==> config.mk <==
export PLATFORM = sky130hd
export DESIGN_NAME = irq_claim_rf
export DESIGN_NICKNAME = d
export VERILOG_FILES = /design/src/rtl/irqrf_pkg.sv /design/src/rtl/irqrf_decode.sv /design/src/rtl/irqrf_src_state.sv /design/src/rtl/irqrf_ctx.sv /design/src/rtl/irq_claim_rf.sv
export SDC_FILE = /design/constraint.sdc
export NUM_CORES = 1
export LEC_CHECK = 0
export BUFFER_PORTS_ARGS = -buffer_cell sky130_fd_sc_hd__buf_2
export CAP_MARGIN = 20
export CORE_MARGIN = 2
export CORE_UTILIZATION = 55
export DETAILED_ROUTE_END_ITERATION = 6
export PLACE_DENSITY_LB_ADDON = 0.2
export SYNTH_ARGS = -nofsm -noshare
export SYNTH_HDL_FRONTEND = slang
export SYNTH_HIERARCHICAL = 1
export SYNTH_SLANG_ARGS = --single-unit
==> constraint.sdc <==
create_clock -name clk -period 11.6 [get_ports clk]
set_input_delay 1.74 -clock clk [delete_from_list [all_inputs] [get_ports clk]]
set_output_delay 1.74 -clock clk [all_outputs]
set_load 0.01 [all_outputs]
==> src/rtl/irqrf_pkg.sv <==
package irqrf_pkg;

  typedef enum logic [2:0] {
    REG_NONE,
    REG_PRIO,
    REG_PEND,
    REG_EN,
    REG_THR,
    REG_CLAIM
  } reg_kind_e;

  typedef struct packed {
    reg_kind_e   kind;
    logic [15:0] idx;   // source ID for priority, word index for pending/enable
    logic [7:0]  ctx;   // context for enable, threshold and claim
  } reg_sel_t;

endpackage

==> src/rtl/irqrf_decode.sv <==
module irqrf_decode
  import irqrf_pkg::*;
#(
  parameter int unsigned NUM_SRC    = 32,
  parameter int unsigned NCTX       = 2,
  parameter logic [31:0] PRIO_BASE  = 32'h0000_0000,
  parameter logic [31:0] PEND_BASE  = 32'h0000_1000,
  parameter logic [31:0] EN_BASE    = 32'h0000_2000,
  parameter logic [31:0] EN_STRIDE  = 32'h0000_0080,
  parameter logic [31:0] CTX_BASE   = 32'h0020_0000,
  parameter logic [31:0] CTX_STRIDE = 32'h0000_1000
) (
  input  logic [31:0] addr,
  output reg_sel_t    sel
);

  localparam int unsigned NWORDS    = (NUM_SRC + 31) / 32;
  localparam int unsigned EN_SH     = $clog2(EN_STRIDE);
  localparam int unsigned CTX_SH    = $clog2(CTX_STRIDE);
  localparam logic [31:0] PRIO_SIZE = 32'((NUM_SRC - 1) * 4);
  localparam logic [31:0] PEND_SIZE = 32'(NWORDS * 4);
  localparam logic [31:0] EN_SIZE   = 32'(NCTX) * EN_STRIDE;
  localparam logic [31:0] CTX_SIZE  = 32'(NCTX) * CTX_STRIDE;

  logic [31:0] prio_off, pend_off, en_off, ctx_off;
  logic [31:0] en_word, ctx_sub;

  // Offsets wrap below a base, so one unsigned compare covers both bounds.
  assign prio_off = addr - PRIO_BASE;
  assign pend_off = addr - PEND_BASE;
  assign en_off   = addr - EN_BASE;
  assign ctx_off  = addr - CTX_BASE;
  assign en_word  = (en_off & (EN_STRIDE - 32'd1)) >> 2;
  assign ctx_sub  = ctx_off & (CTX_STRIDE - 32'd1);

  always_comb begin
    sel      = '0;
    sel.kind = REG_NONE;
    if (addr[1:0] == 2'b00) begin
      if (prio_off < PRIO_SIZE) begin
        sel.kind = REG_PRIO;
        sel.idx  = 16'(prio_off >> 2) + 16'd1;
      end else if (pend_off < PEND_SIZE) begin
        sel.kind = REG_PEND;
        sel.idx  = 16'(pend_off >> 2);
      end else if (en_off < EN_SIZE) begin
        if (en_word < 32'(NWORDS)) begin
          sel.kind = REG_EN;
          sel.idx  = 16'(en_word);
          sel.ctx  = 8'(en_off >> EN_SH);
        end
      end else if (ctx_off < CTX_SIZE) begin
        sel.ctx = 8'(ctx_off >> CTX_SH);
        if (ctx_sub == 32'd0) begin
          sel.kind = REG_THR;
        end else if (ctx_sub == 32'd4) begin
          sel.kind = REG_CLAIM;
        end
      end
    end
  end

endmodule

==> src/rtl/irqrf_src_state.sv <==
module irqrf_src_state #(
  parameter int unsigned NUM_SRC = 32,
  parameter int unsigned IDW     = $clog2(NUM_SRC)
) (
  input  logic               clk,
  input  logic               rst_n,
  input  logic [NUM_SRC-1:0] src_i,
  input  logic               claim_fire,
  input  logic [IDW-1:0]     claim_id,
  input  logic               done_fire,
  input  logic [IDW-1:0]     done_id,
  output logic [NUM_SRC-1:0] pending,
  output logic [NUM_SRC-1:0] claimed
);

  logic [NUM_SRC-1:0] src_q;
  logic [NUM_SRC-1:0] rise, fall;
  logic [NUM_SRC-1:0] pend_nxt, clm_nxt;

  assign rise = src_i & ~src_q;
  assign fall = ~src_i & src_q;

  always_comb begin
    pend_nxt    = (pending & ~fall) | rise;
    pend_nxt[0] = 1'b0;
    if (claim_fire) begin
      pend_nxt[claim_id] = 1'b0;  // a claim wins over a rise in the same cycle
    end
    clm_nxt = claimed;
    if (claim_fire) begin
      clm_nxt[claim_id] = 1'b1;
    end
    if (done_fire) begin
      clm_nxt[done_id] = 1'b0;
    end
  end

  always_ff @(posedge clk or negedge rst_n) begin
    if (!rst_n) begin
      src_q   <= '0;
      pending <= '0;
      claimed <= '0;
    end else begin
      src_q   <= src_i;
      pending <= pend_nxt;
      claimed <= clm_nxt;
    end
  end

endmodule

==> src/rtl/irqrf_ctx.sv <==
module irqrf_ctx #(
  parameter int unsigned NUM_SRC  = 32,
  parameter int unsigned NUM_PRIO = 7,
  parameter int unsigned PRIO_W   = 3,
  parameter int unsigned NWORDS   = (NUM_SRC + 31) / 32
) (
  input  logic                      clk,
  input  logic                      rst_n,
  input  logic                      en_we,
  input  logic [15:0]               en_word,
  input  logic                      thr_we,
  input  logic [31:0]               wdata,
  input  logic [NUM_SRC*PRIO_W-1:0] prio,
  input  logic [NUM_SRC-1:0]        pending,
  input  logic [NUM_SRC-1:0]        claimed,
  output logic [NWORDS*32-1:0]      en_vec,
  output logic [PRIO_W-1:0]         thr,
  output logic [NUM_SRC-1:0]        elig
);

  always_ff @(posedge clk or negedge rst_n) begin
    if (!rst_n) begin
      en_vec <= '0;
      thr    <= '0;
    end else begin
      if (en_we) begin
        en_vec[en_word*32 +: 32] <= wdata;
      end
      if (thr_we && (wdata <= 32'(NUM_PRIO))) begin
        thr <= wdata[PRIO_W-1:0];
      end
    end
  end

  for (genvar s = 0; s < NUM_SRC; s++) begin : g_src
    if (s == 0) begin : g_reserved
      assign elig[s] = 1'b0;
    end else begin : g_live
      assign elig[s] = pending[s] & ~claimed[s] & en_vec[s] &
                       (prio[s*PRIO_W +: PRIO_W] > thr);
    end
  end

endmodule

==> src/rtl/irq_claim_rf.sv <==
module irq_claim_rf
  import irqrf_pkg::*;
#(
  parameter int unsigned NUM_SRC    = 32,
  parameter int unsigned NCTX       = 2,
  parameter int unsigned NUM_PRIO   = 7,
  parameter logic [31:0] PRIO_BASE  = 32'h0000_0000,
  parameter logic [31:0] PEND_BASE  = 32'h0000_1000,
  parameter logic [31:0] EN_BASE    = 32'h0000_2000,
  parameter logic [31:0] EN_STRIDE  = 32'h0000_0080,
  parameter logic [31:0] CTX_BASE   = 32'h0020_0000,
  parameter logic [31:0] CTX_STRIDE = 32'h0000_1000,
  localparam int unsigned IDW       = $clog2(NUM_SRC)
) (
  input  logic                     clk,
  input  logic                     rst_n,
  input  logic                     bus_valid,
  output logic                     bus_ready,
  input  logic                     bus_write,
  input  logic [31:0]              bus_addr,
  input  logic [31:0]              bus_wdata,
  output logic                     rsp_valid,
  output logic [31:0]              rsp_rdata,
  input  logic [NUM_SRC-1:0]       src_i,
  input  logic [NCTX*IDW-1:0]      sel_id_i,
  output logic [NCTX*NUM_SRC-1:0]  elig_o
);

  localparam int unsigned NWORDS = (NUM_SRC + 31) / 32;
  localparam int unsigned PRIO_W = 3;

  reg_sel_t                   sel;
  logic                       fire, rd_fire, wr_fire;
  logic [NUM_SRC*PRIO_W-1:0]  prio_q;
  logic [NUM_SRC-1:0]         pending, claimed;
  logic [NWORDS*32-1:0]       pend_pad;
  logic [NCTX*NWORDS*32-1:0]  en_flat;
  logic [NCTX*PRIO_W-1:0]     thr_flat;
  logic [NCTX*NUM_SRC-1:0]    elig_all;
  logic [IDW-1:0]             offered;
  logic                       offer_ok;
  logic                       claim_fire, done_fire;
  logic [IDW-1:0]             claim_id;
  logic [31:0]                rd_nxt;

  assign bus_ready = 1'b1;
  assign fire      = bus_valid & bus_ready;
  assign rd_fire   = fire & ~bus_write;
  assign wr_fire   = fire & bus_write;

  irqrf_decode #(
    .NUM_SRC(NUM_SRC), .NCTX(NCTX),
    .PRIO_BASE(PRIO_BASE), .PEND_BASE(PEND_BASE),
    .EN_BASE(EN_BASE), .EN_STRIDE(EN_STRIDE),
    .CTX_BASE(CTX_BASE), .CTX_STRIDE(CTX_STRIDE)
  ) u_dec (
    .addr (bus_addr),
    .sel  (sel)
  );

  // Priority registers; slot 0 is never written and stays zero.
  always_ff @(posedge clk or negedge rst_n) begin
    if (!rst_n) begin
      prio_q <= '0;
    end else if (wr_fire && sel.kind == REG_PRIO) begin
      prio_q[sel.idx*PRIO_W +: PRIO_W] <= bus_wdata[PRIO_W-1:0];
    end
  end

  // Claim: accept the offered ID only when it is eligible for that context.
  assign offered    = sel_id_i[sel.ctx*IDW +: IDW];
  assign offer_ok   = elig_all[sel.ctx*NUM_SRC + 32'(offered)];
  assign claim_fire = rd_fire && (sel.kind == REG_CLAIM) && offer_ok;
  assign claim_id   = offered;
  assign done_fire  = wr_fire && (sel.kind == REG_CLAIM) && (bus_wdata < 32'(NUM_SRC));

  irqrf_src_state #(.NUM_SRC(NUM_SRC), .IDW(IDW)) u_src (
    .clk        (clk),
    .rst_n      (rst_n),
    .src_i      (src_i),
    .claim_fire (claim_fire),
    .claim_id   (claim_id),
    .done_fire  (done_fire),
    .done_id    (bus_wdata[IDW-1:0]),
    .pending    (pending),
    .claimed    (claimed)
  );

  for (genvar c = 0; c < NCTX; c++) begin : g_ctx
    logic en_we, thr_we;
    assign en_we  = wr_fire && (sel.kind == REG_EN)  && (sel.ctx == 8'(c));
    assign thr_we = wr_fire && (sel.kind == REG_THR) && (sel.ctx == 8'(c));

    irqrf_ctx #(
      .NUM_SRC(NUM_SRC), .NUM_PRIO(NUM_PRIO), .PRIO_W(PRIO_W), .NWORDS(NWORDS)
    ) u_ctx (
      .clk     (clk),
      .rst_n   (rst_n),
      .en_we   (en_we),
      .en_word (sel.idx),
      .thr_we  (thr_we),
      .wdata   (bus_wdata),
      .prio    (prio_q),
      .pending (pending),
      .claimed (claimed),
      .en_vec  (en_flat[c*NWORDS*32 +: NWORDS*32]),
      .thr     (thr_flat[c*PRIO_W +: PRIO_W]),
      .elig    (elig_all[c*NUM_SRC +: NUM_SRC])
    );
  end

  assign elig_o = elig_all;

  always_comb begin
    pend_pad               = '0;
    pend_pad[NUM_SRC-1:0]  = pending;
  end

  always_comb begin
    rd_nxt = '0;
    unique case (sel.kind)
      REG_PRIO:  rd_nxt = 32'(prio_q[sel.idx*PRIO_W +: PRIO_W]);
      REG_PEND:  rd_nxt = pend_pad[sel.idx*32 +: 32];
      REG_EN:    rd_nxt = en_flat[(sel.ctx*NWORDS + sel.idx)*32 +: 32];
      REG_THR:   rd_nxt = 32'(thr_flat[sel.ctx*PRIO_W +: PRIO_W]);
      REG_CLAIM: rd_nxt = offer_ok ? 32'(offered) : 32'd0;
      default:   rd_nxt = '0;
    endcase
  end

  always_ff @(posedge clk or negedge rst_n) begin
    if (!rst_n) begin
      rsp_valid <= 1'b0;
      rsp_rdata <= '0;
    end else begin
      rsp_valid <= rd_fire;
      if (rd_fire) begin
        rsp_rdata <= rd_nxt;
      end
    end
  end

endmodule

==> flow_summary.ini, run 1 <==
[power_and_ir_drop]
p_leak_nw = 10.1
p_total_mw = 2.22
cellPowerDensity_mw_per_mm2 = 94.5
vdd.ir_drop.worst_mv = 0.118

[sta]
grt_setup_unrepaired = no
hold_viol = 0
fin_crit_sh_pct = 70.3
min_period_ns = 8.15
maxSlewHeadroom_pct = 17.9
drv_slew = 0
finClkSkew_ns = 0.0179
hold_slack_ns = 0.483
finalSetupTns_ns = 0
fin_ws_ns = 3.45
tightest_slew_ns = 1.23
finalSetupViolations = 0
timing.fmax_mhz = 123

[global_route]
grt_pass1_vias = 17700
grt_start_max_net_pins = 81
grt_pass1_wl_um = 109000
gr-usage-all-layers_pct = 36.9
grt_overflow = 0
antenna_found_initial = 4

[final_layout]
drive_above_1_share_pct = 23.9
ff_latch_area_mm2 = 0.00731
syn_to_final_growth_pct = 12.2
nets = 2622
final_cells = 2843
layout_commonest_cell = dfrtp_1
multi_input_area_mm2 = 0.0127
final_cell_mix = 291 x dfrtp_1, 204 x mux2_2, 203 x ha_1, 202 x buf_2, 166 x nand2_1
final_core_util_pct = 62.5
final_area_mm2 = 0.0235
fillers = 3129

[hold_path]
hp-class = flop to flop

[route]
drt_iter0_markers = 2011
firstDrtPassIters = 6
vias = 18500
final_antenna_net_count = 0
vias_per_cell = 6.50
drc_errors = 0
wl_per_cell_um = 25.7
wl_um = 73000

[die]
die_y_um = 199
dieWidth_um = 199
die_area_mm2 = 0.0396
rows = 71
coreArea_mm2 = 0.0376
start_util_pct = 55.7
ios = 208

[clock_network]
cts_hold_buf = 0
cts_setup_buffers = 0
clkTransAtPathRegs_ns = 0.06
cts-buffers-inserted = 31
cts-root-buf = clkbuf_16
ctsResizeCount = 0
clock_sinks = 292
cts.htree.levels = 1
clock_latency_ns = 0.60
cts_buffer_depth = 3
cts_tree = yes

[outcome]
outcome = complete, no violations

[place]
place_ws_ns = 3.19
dp_cells = 2783
routabilityCongestion = 1.00
dp_hpwl_um = 53500
port_buffers = 203
dpl_cell_area_mm2 = 0.0224

[setup_path]
arrival_ns = 8.68
path_max_fanout = 17
critical_path_class = primary input to flop
critPathRequiredTime_ns = 12.13
start_kind = primary input
end_kind = flop

[synthesis]
ys_warn_count = 6
syn_area_mm2 = 0.0209
syn_inst = 2127
avgSynthCellArea_um2 = 9.84

[run]
cap_violations = 0
## layout make-up
type | count | share of cell area (%)
tap | 511 | 2.72
clock buffer | 46 | 3.76
multi-input combinational | 1598 | 53.9
inverter | 155 | 2.48
timing repair buffer | 230 | 5.46
clock inverter | 7 | 0.549
sequential | 292 | 31.1
antenna | 4 | 0.0426
## power by group
part           switching [mW]  internal (mW)
registers              0.0166           1.04
logic                  0.0988         0.0487
clock network           0.430          0.589
## worst paths after layout
check / from / end / slack, ns / cells after the start
min in group asynchronous: rst_n / prio_q[7]$_DFFE_PN0P_ / 1.12 / 1
worst max register to register: g_ctx[1].u_ctx/thr[2]$_DFFE_PN0P_ / u_src/claimed[23]$_DFF_PN0_ / 6.24 / 13
worst min register to register: rsp_rdata[17]$_DFFE_PN0P_ / rsp_rdata[17]$_DFFE_PN0P_ / 0.48 / 2
worst min-delay path: rsp_rdata[17]$_DFFE_PN0P_ / rsp_rdata[17]$_DFFE_PN0P_ / 0.48 / 2
max in group asynchronous: rst_n / g_ctx[0].u_ctx/en_vec[17]$_DFFE_PN0P_ / 8.50 / 4
worst max-delay path: bus_addr[13] / u_src/claimed[23]$_DFF_PN0_ / 3.45 / 21
## registers in the layout, indices dropped and copies added (netlist names)
name and cells:
g_ctx.u_ctx/thr 6, prio_q 96, rsp_rdata 32, rsp_valid 1
u_src/claimed 31, u_src/src_q 31, u_src/pending 31, g_ctx.u_ctx/en_vec 64
## critical path, stage by stage
cell and delay (ns):
buf_2 0.17, inv_1 0.19, ha_1 0.32, a21boi_0 0.39, and4_1 0.28, mux2_2 0.35, and4_1 0.31, and2_1 0.29
a211oi_4 0.16, buf_4 0.33, mux2_2 0.42, nand2_2 0.19, clkinv_1 0.53, a311oi_1 0.58, a22oi_1 0.17, a311oi_1 0.59
a311oi_1 0.22, nor2_1 0.28, nand3_1 0.42, nor2_1 0.51, o22a_1 0.19
## routing by layer
| layer | GRT usage (%) | wire length, um | up-vias |
|---|---|---|---|
| li1 | - | - | 8191 |
| met1 | 52.2 | 30400 | 9003 |
| met2 | 54.4 | 31100 | 1083 |
| met3 | 8.76 | 8250 | 197 |
| met4 | 14.8 | 3280 | 2 |
| met5 | 0 | 13 | - |
No activity file was read; power rests on OpenSTA's default activity.
==> run 2: changes to the inputs <==
==> constraint.sdc (replaced) <==
create_clock -name clk -period 6.5 [get_ports clk]
set_input_delay 0.975 -clock clk [delete_from_list [all_inputs] [get_ports clk]]
set_output_delay 0.975 -clock clk [all_outputs]
set_load 0.01 [all_outputs]
==> run 2 against run 1 <==
  * Hold slack lost 0.076 ns
  * Clock skew shrank 0.0081 ns
  * Sequential power grew 79%
  * Critical path depth is the same
  * Critical endpoint is now u_src/claimed[24]$_DFF_PN0_
  * Cell count grew 0.84%
  * First-iteration DRC count grew 6.5%
  * Die area is the same
  * Register-to-register slack lost 5.4 ns
  * Flip-flop and latch count is the same
  * Total power grew 83%
==> flow_summary.ini, run 2 (synthesis gave the netlist of run 1 again) <==
[outcome]
outcome = complete, no violations

[setup_path]
critPathRequiredTime_ns = 7.02
crit_top_cell = a311oi_1
crit_path_max_incr_delay_ns = 0.57
critical_path_class = primary input to flop
timing.critical_path.buf_inv = 4
path_cells = buf_2 -> inv_1 -> ha_1 -> a21boi_0 -> and4_1 -> mux2_2 -> and4_1 -> and2_1 -> a211oi_4 -> mux2_2 -> nand2_2 -> clkinv_1 -> a311oi_1 -> a22oi_1 -> a311oi_1 -> buf_4 -> a311oi_1 -> nor2_1 -> or3b_1 -> nor2_1 -> o22a_1
arrival_ns = 6.65
path_max_fanout = 7
end_kind = flop
cpMaxStageDelayCell = or3b_1
start_kind = primary input
path_delay_family = simple AND/OR/NAND/NOR gates

[global_route]
use_met2_pct = 54.0
grt_pass1_vias = 17600
grt_pass1_wl_um = 109000
busiest_layer = met2
met1_usage_pct = 53.1
grt_start_max_net_pins = 115
antenna_found_initial = 7
gr-usage-all-layers_pct = 36.9
global_route.usage.met3_pct = 9.03
grt_overflow = 0

[clock_network]
cts.htree.levels = 1
cts_buffer_depth = 3
cts-buffers-inserted = 31
ctsResizeCount = 0
cts_tree = yes
cts-root-buf = clkbuf_16
clkTransAtPathRegs_ns = 0.06
cts_setup_buffers = 0
clock_latency_ns = 0.59
clock_sinks = 292
cts_hold_buf = 0

[route]
drc_errors = 0
wl_per_cell_um = 25.6
drt_iter0_markers = 2141
final_antenna_net_count = 0
vias_per_cell = 6.49
firstDrtPassIters = 6
wl_um = 73400
vias = 18600

[place]
dp_cells = 2806
routabilityCongestion = 0.982
dp_hpwl_um = 54700
port_buffers = 203

[final_layout]
final_cells = 2867
regMostFlops = prio_q
layout_commonest_cell = dfrtp_1
reg_top3 = prio_q x96, g_ctx.u_ctx/en_vec x64, rsp_rdata x32
nets = 2642
largest_register_ffs = 96
drive_above_1_share_pct = 24.8
final_core_util_pct = 63.1
fillers = 3158
final_cell_mix = 291 x dfrtp_1, 204 x mux2_2, 203 x ha_1, 202 x buf_2, 166 x nand2_1
syn_to_final_growth_pct = 13.2

[hold_path]
hp-class = primary input to async pin

[sta]
fin_crit_sh_pct = 94.3
finClkSkew_ns = 0.00980
maxSlewHeadroom_pct = 31.1
finalSetupViolations = 0
hold_viol = 0
tightest_slew_ns = 1.02
finalSetupTns_ns = 0
grt_setup_unrepaired = no
hold_slack_ns = 0.406
timing.fmax_mhz = 163
drv_slew = 0
min_period_ns = 6.13

[run]
cap_violations = 0

[power_and_ir_drop]
p_total_mw = 4.05
cellPowerDensity_mw_per_mm2 = 171
vdd.ir_drop.worst_mv = 0.219
p_leak_nw = 10.3

[die]
rows = 71
coreArea_mm2 = 0.0376
ios = 208
dieWidth_um = 199
die_y_um = 199
start_util_pct = 55.7
die_area_mm2 = 0.0396
-- run 2: cell count changes in the layout (fill, tap and decap cells not counted), sizes merged --
| cell | before | now |
|---|---|---|
| buf | 230 | 250 |
| clkinvlp | 0 | 2 |
| bufinv | 3 | 4 |
| clkinv | 5 | 6 |
-- run 2: worst reg2reg max path, cell delays in order, from the launching register on --
cell and delay (ns):
dfrtp_1 0.40, clkinv_1 0.74, buf_4 0.54, ha_1 0.33
and3_1 0.18, nor4_1 0.63, o21ai_0 0.18, a311oi_1 0.40
a22oi_1 0.12, a311oi_1 0.44, buf_4 0.20, a311oi_1 0.06
nor2_1 0.23, or3b_1 0.57, nor2_1 0.38, o22a_1 0.20
-- run 2: path summary, 6_finish.rpt --
path / startpoint / to / slack (ns) / depth (start not counted)
max in group asynchronous: rst_n / prio_q[14]$_DFFE_PN0P_ / 4.47 / 2
setup reg to reg: g_ctx[1].u_ctx/thr[1]$_DFFE_PN0P_ / u_src/claimed[24]$_DFF_PN0_ / 0.83 / 15
hold reg to reg: rsp_rdata[31]$_DFFE_PN0P_ / rsp_rdata[31]$_DFFE_PN0P_ / 0.48 / 2
hold / removal: rst_n / prio_q[5]$_DFFE_PN0P_ / 0.41 / 1
min in group clk: rsp_rdata[31]$_DFFE_PN0P_ / rsp_rdata[31]$_DFFE_PN0P_ / 0.48 / 2
setup / recovery: bus_addr[13] / u_src/claimed[24]$_DFF_PN0_ / 0.37 / 21
-- run 2: where the power goes --
| group | internal (mW) | switching (mW) | total (mW) |
|---|---|---|---|
| clock | 1.14 | 0.770 | 1.91 |
| sequential | 1.85 | 0.0297 | 1.88 |
| combinational | 0.0892 | 0.178 | 0.267 |
| total | 3.08 | 0.978 | 4.05 |
-- run 2: area by class of cell --
class,instances,area [um^2],share of cell area (%)
Multi-Input combinational cell,1598,12700,53.4
Sequential cell,292,7310,30.8
Timing Repair Buffer,250,1420,5.97
Clock buffer,46,922,3.89
Tap cell,511,639,2.70
Inverter,155,582,2.45
Clock inverter,11,179,0.755
Antenna cell,4,10.0,0.0422
-- run 2: metal layers --
layer / vias up / wire (um)
li1: 8241 / -
met1: 9108 / 30900
met2: 1078 / 31200
met3: 173 / 8280
met4: 2 / 2960
met5: - / 13
-- run 2: through the flow --
stage               setup slack, ns  cell area (um^2)
CTS                           0.611             23700
finish                        0.368             23700
floorplan                    0.0670             21000
global placement              0.103             22600
global route                  0.147             23700
detailed placement           0.0235             22600
==> run 3: changes to the inputs <==
--- a/config.mk
+++ b/config.mk
@@ -7,11 +7,10 @@
 export LEC_CHECK = 0
 export BUFFER_PORTS_ARGS = -buffer_cell sky130_fd_sc_hd__buf_2
 export CAP_MARGIN = 20
-export CORE_MARGIN = 2
+export CORE_MARGIN = 3
 export CORE_UTILIZATION = 55
 export DETAILED_ROUTE_END_ITERATION = 6
 export PLACE_DENSITY_LB_ADDON = 0.2
 export SYNTH_ARGS = -nofsm -noshare
 export SYNTH_HDL_FRONTEND = slang
-export SYNTH_HIERARCHICAL = 1
 export SYNTH_SLANG_ARGS = --single-unit
==> run 3 against run 2 <==
  * Total power up 7.3%
  * Global-route usage is 3.4 points higher
  * Critical path depth shrank 3
  * Setup slack better by 0.51 ns
  * Flip-flop and latch count did not move
  * Area after synthesis grew 2.7%
  * Critical path type unchanged
  * Largest cell class unchanged
==> flow_summary.ini, run 3 <==
[clock_network]
clock_sinks = 292
cts-root-buf = clkbuf_16
clock_latency_ns = 0.57
cts-buffers-inserted = 34
cts.htree.levels = 2
cts_hold_buf = 0
cts_setup_buffers = 0
ctsResizeCount = 0
clkTransAtPathRegs_ns = 0.06
cts_tree = yes
cts_buffer_depth = 3

[sta]
grt_setup_unrepaired = no
hold_viol = 0
tightest_slew_ns = 1.11
drv_slew = 0
timing.fmax_mhz = 178
finalSetupViolations = 0
maxSlewHeadroom_pct = 25.6
finClkSkew_ns = 0.0210
finalSetupTns_ns = 0
min_period_ns = 5.62
fin_crit_sh_pct = 86.5

[route]
final_antenna_net_count = 0
wl_per_cell_um = 27.0
drt_iter0_markers = 2525
vias_per_cell = 6.64
vias = 21000
firstDrtPassIters = 7
wl_um = 85100
drc_errors = 0

[synthesis]
synth_common_cells = 292 x dfrtp_1, 255 x nand2_1, 200 x ha_1, 187 x inv_1, 173 x o21ai_0
synth_edf_count = 0
yosysMostFrequentCell = dfrtp_1
synth_flop_cell = dfrtp_1
syn_area_mm2 = 0.0215
synth_area_leaders = dfrtp_1 34%, ha_1 12%, mux2_1 5.1%
ys_warn_count = 0
synth_top_cell_area_share_pct = 34.0
avgSynthCellArea_um2 = 8.82
ys_seq_area_share_pct = 34.0
ys_seq_elements = 292
yosysUniqueCellTypes = 89
async_flop_share_pct = 100
synth_area_leader_cell = dfrtp_1
syn_inst = 2436

[setup_path]
path_max_fanout = 29
rrSetupSlack_ns = 1.55
critPathRequiredTime_ns = 6.97
arrival_ns = 6.09
end_kind = flop
start_kind = primary input
critical_path_class = primary input to flop

[die]
start_util_pct = 56.4
die_area_mm2 = 0.0415
ios = 208
coreArea_mm2 = 0.0381
rows = 71
dieWidth_um = 204
die_y_um = 204

[hold_path]
hp-class = primary input to async pin

[power_and_ir_drop]
p_leak_nw = 11.7
vdd.ir_drop.worst_mv = 0.210
p_total_mw = 4.35
cellPowerDensity_mw_per_mm2 = 178

[global_route]
grt_pass1_vias = 20500
grt_start_max_net_pins = 152
gr-usage-all-layers_pct = 40.3
grt_overflow = 0
antenna_found_initial = 4
grt_pass1_wl_um = 126000

[final_layout]
fillers = 3225
syn_to_final_growth_pct = 13.5
reg_top3 = prio_q x96, g_ctx.u_ctx.en_vec x64, rsp_rdata x32
final_cell_mix = 290 x dfrtp_1, 255 x nand2_1, 202 x buf_2, 199 x ha_1, 183 x inv_1
nets = 2932
layout_commonest_cell = dfrtp_1
largest_register_ffs = 96
drive_above_1_share_pct = 15.3
regMostFlops = prio_q
antenna_cells = 0

[place]
dp_hpwl_um = 66300
port_buffers = 203
routabilityCongestion = 1.00

[outcome]
outcome = complete, no violations

[run]
cap_violations = 0
## run 3: cell types whose count changed in the layout (fill, tap and decap cells not counted), moves of 37 or more
cell,delta
nor4_1,-69
mux2_2,-179
nand2_1,+89
o21ai_0,+125
mux2i_1,+44
nor2_1,+44
nand3_1,+50
mux2_1,+87
nor3_1,+37
## run 3: worst max-delay path, cell delays in order
cell      delay (ns)
buf_2           0.16
inv_1           0.17
ha_1            0.28
nor4b_1         0.47
nand3_1         0.24
or3_1           0.39
and4_1          0.27
and3_1          0.19
o21a_1          0.19
inv_1           0.07
ha_1            0.28
a21boi_1        0.46
nor3b_1         0.48
a31oi_1         0.29
o21ai_1         0.20
a21o_2          0.17
buf_4           0.50
mux2i_1         0.29
## run 3: worst paths after layout
kind / endpoint / depth (start not counted) / from
worst max register to register: rsp_rdata[0]$_DFFE_PN0P_ / 14 / g_ctx[1].u_ctx.thr[1]$_DFFE_PN0P_
worst min-delay path: prio_q[80]$_DFFE_PN0P_ / 1 / rst_n
worst max-delay path: g_ctx[0].u_ctx.en_vec[29]$_DFFE_PN0P_ / 18 / bus_addr[22]
max in group asynchronous: g_ctx[1].u_ctx.thr[0]$_DFFE_PN0P_ / 2 / rst_n
min in group clk: prio_q[21]$_DFFE_PN0P_ / 1 / prio_q[21]$_DFFE_PN0P_
worst min register to register: prio_q[21]$_DFFE_PN0P_ / 1 / prio_q[21]$_DFFE_PN0P_
## run 3: cell families after synthesis
logic type | after synthesis | synth area share, %
xor+xnor | 12 | 0.489
compound gates | 534 | 16.2
other cells | 2 | 0.0349
buf+inv | 299 | 5.41
mux | 190 | 9.73
flops | 292 | 34.0
simple gates | 875 | 20.9
fa+ha+maj | 232 | 13.2
## run 3: layout make-up
type,count,area (um^2),share of cell area (%)
Multi-Input combinational cell,1847,13100,53.6
Sequential cell,292,7310,29.9
Timing Repair Buffer,259,1500,6.13
Clock buffer,49,967,3.96
Inverter,187,702,2.88
Tap cell,511,639,2.62
Clock inverter,12,214,0.877
## run 3: stage by stage
step,std cells,util [%],hold slack [ns],worst slack [ns],instance area [um^2]
after floorplan,2438,-,0.458,0.504,21500
after global placement,3096,60.9,0.461,0.571,23200
after detailed placement,3096,60.9,0.469,0.448,23200
after CTS,3157,64.0,0.379,1.01,24400
after global routing,3157,64.0,0.408,0.566,24400
final,3157,64.0,0.364,0.878,24400
## run 3: per-layer routing
layer  global-route usage (%)  wire (um)  vias up
li1                         -          -     9212
met1                     54.4      33500    10100
met2                     60.5      36300     1366
met3                     10.6      10300      309
met4                     19.5       5030        4
met5                        0         29        -
## run 3: where the power goes
part	leakage, nW	total (mW)	switching (mW)	internal (mW)
Clock	0.572	2.04	0.824	1.21
Sequential	3.74	1.89	0.0289	1.86
Combinational	7.37	0.424	0.288	0.136
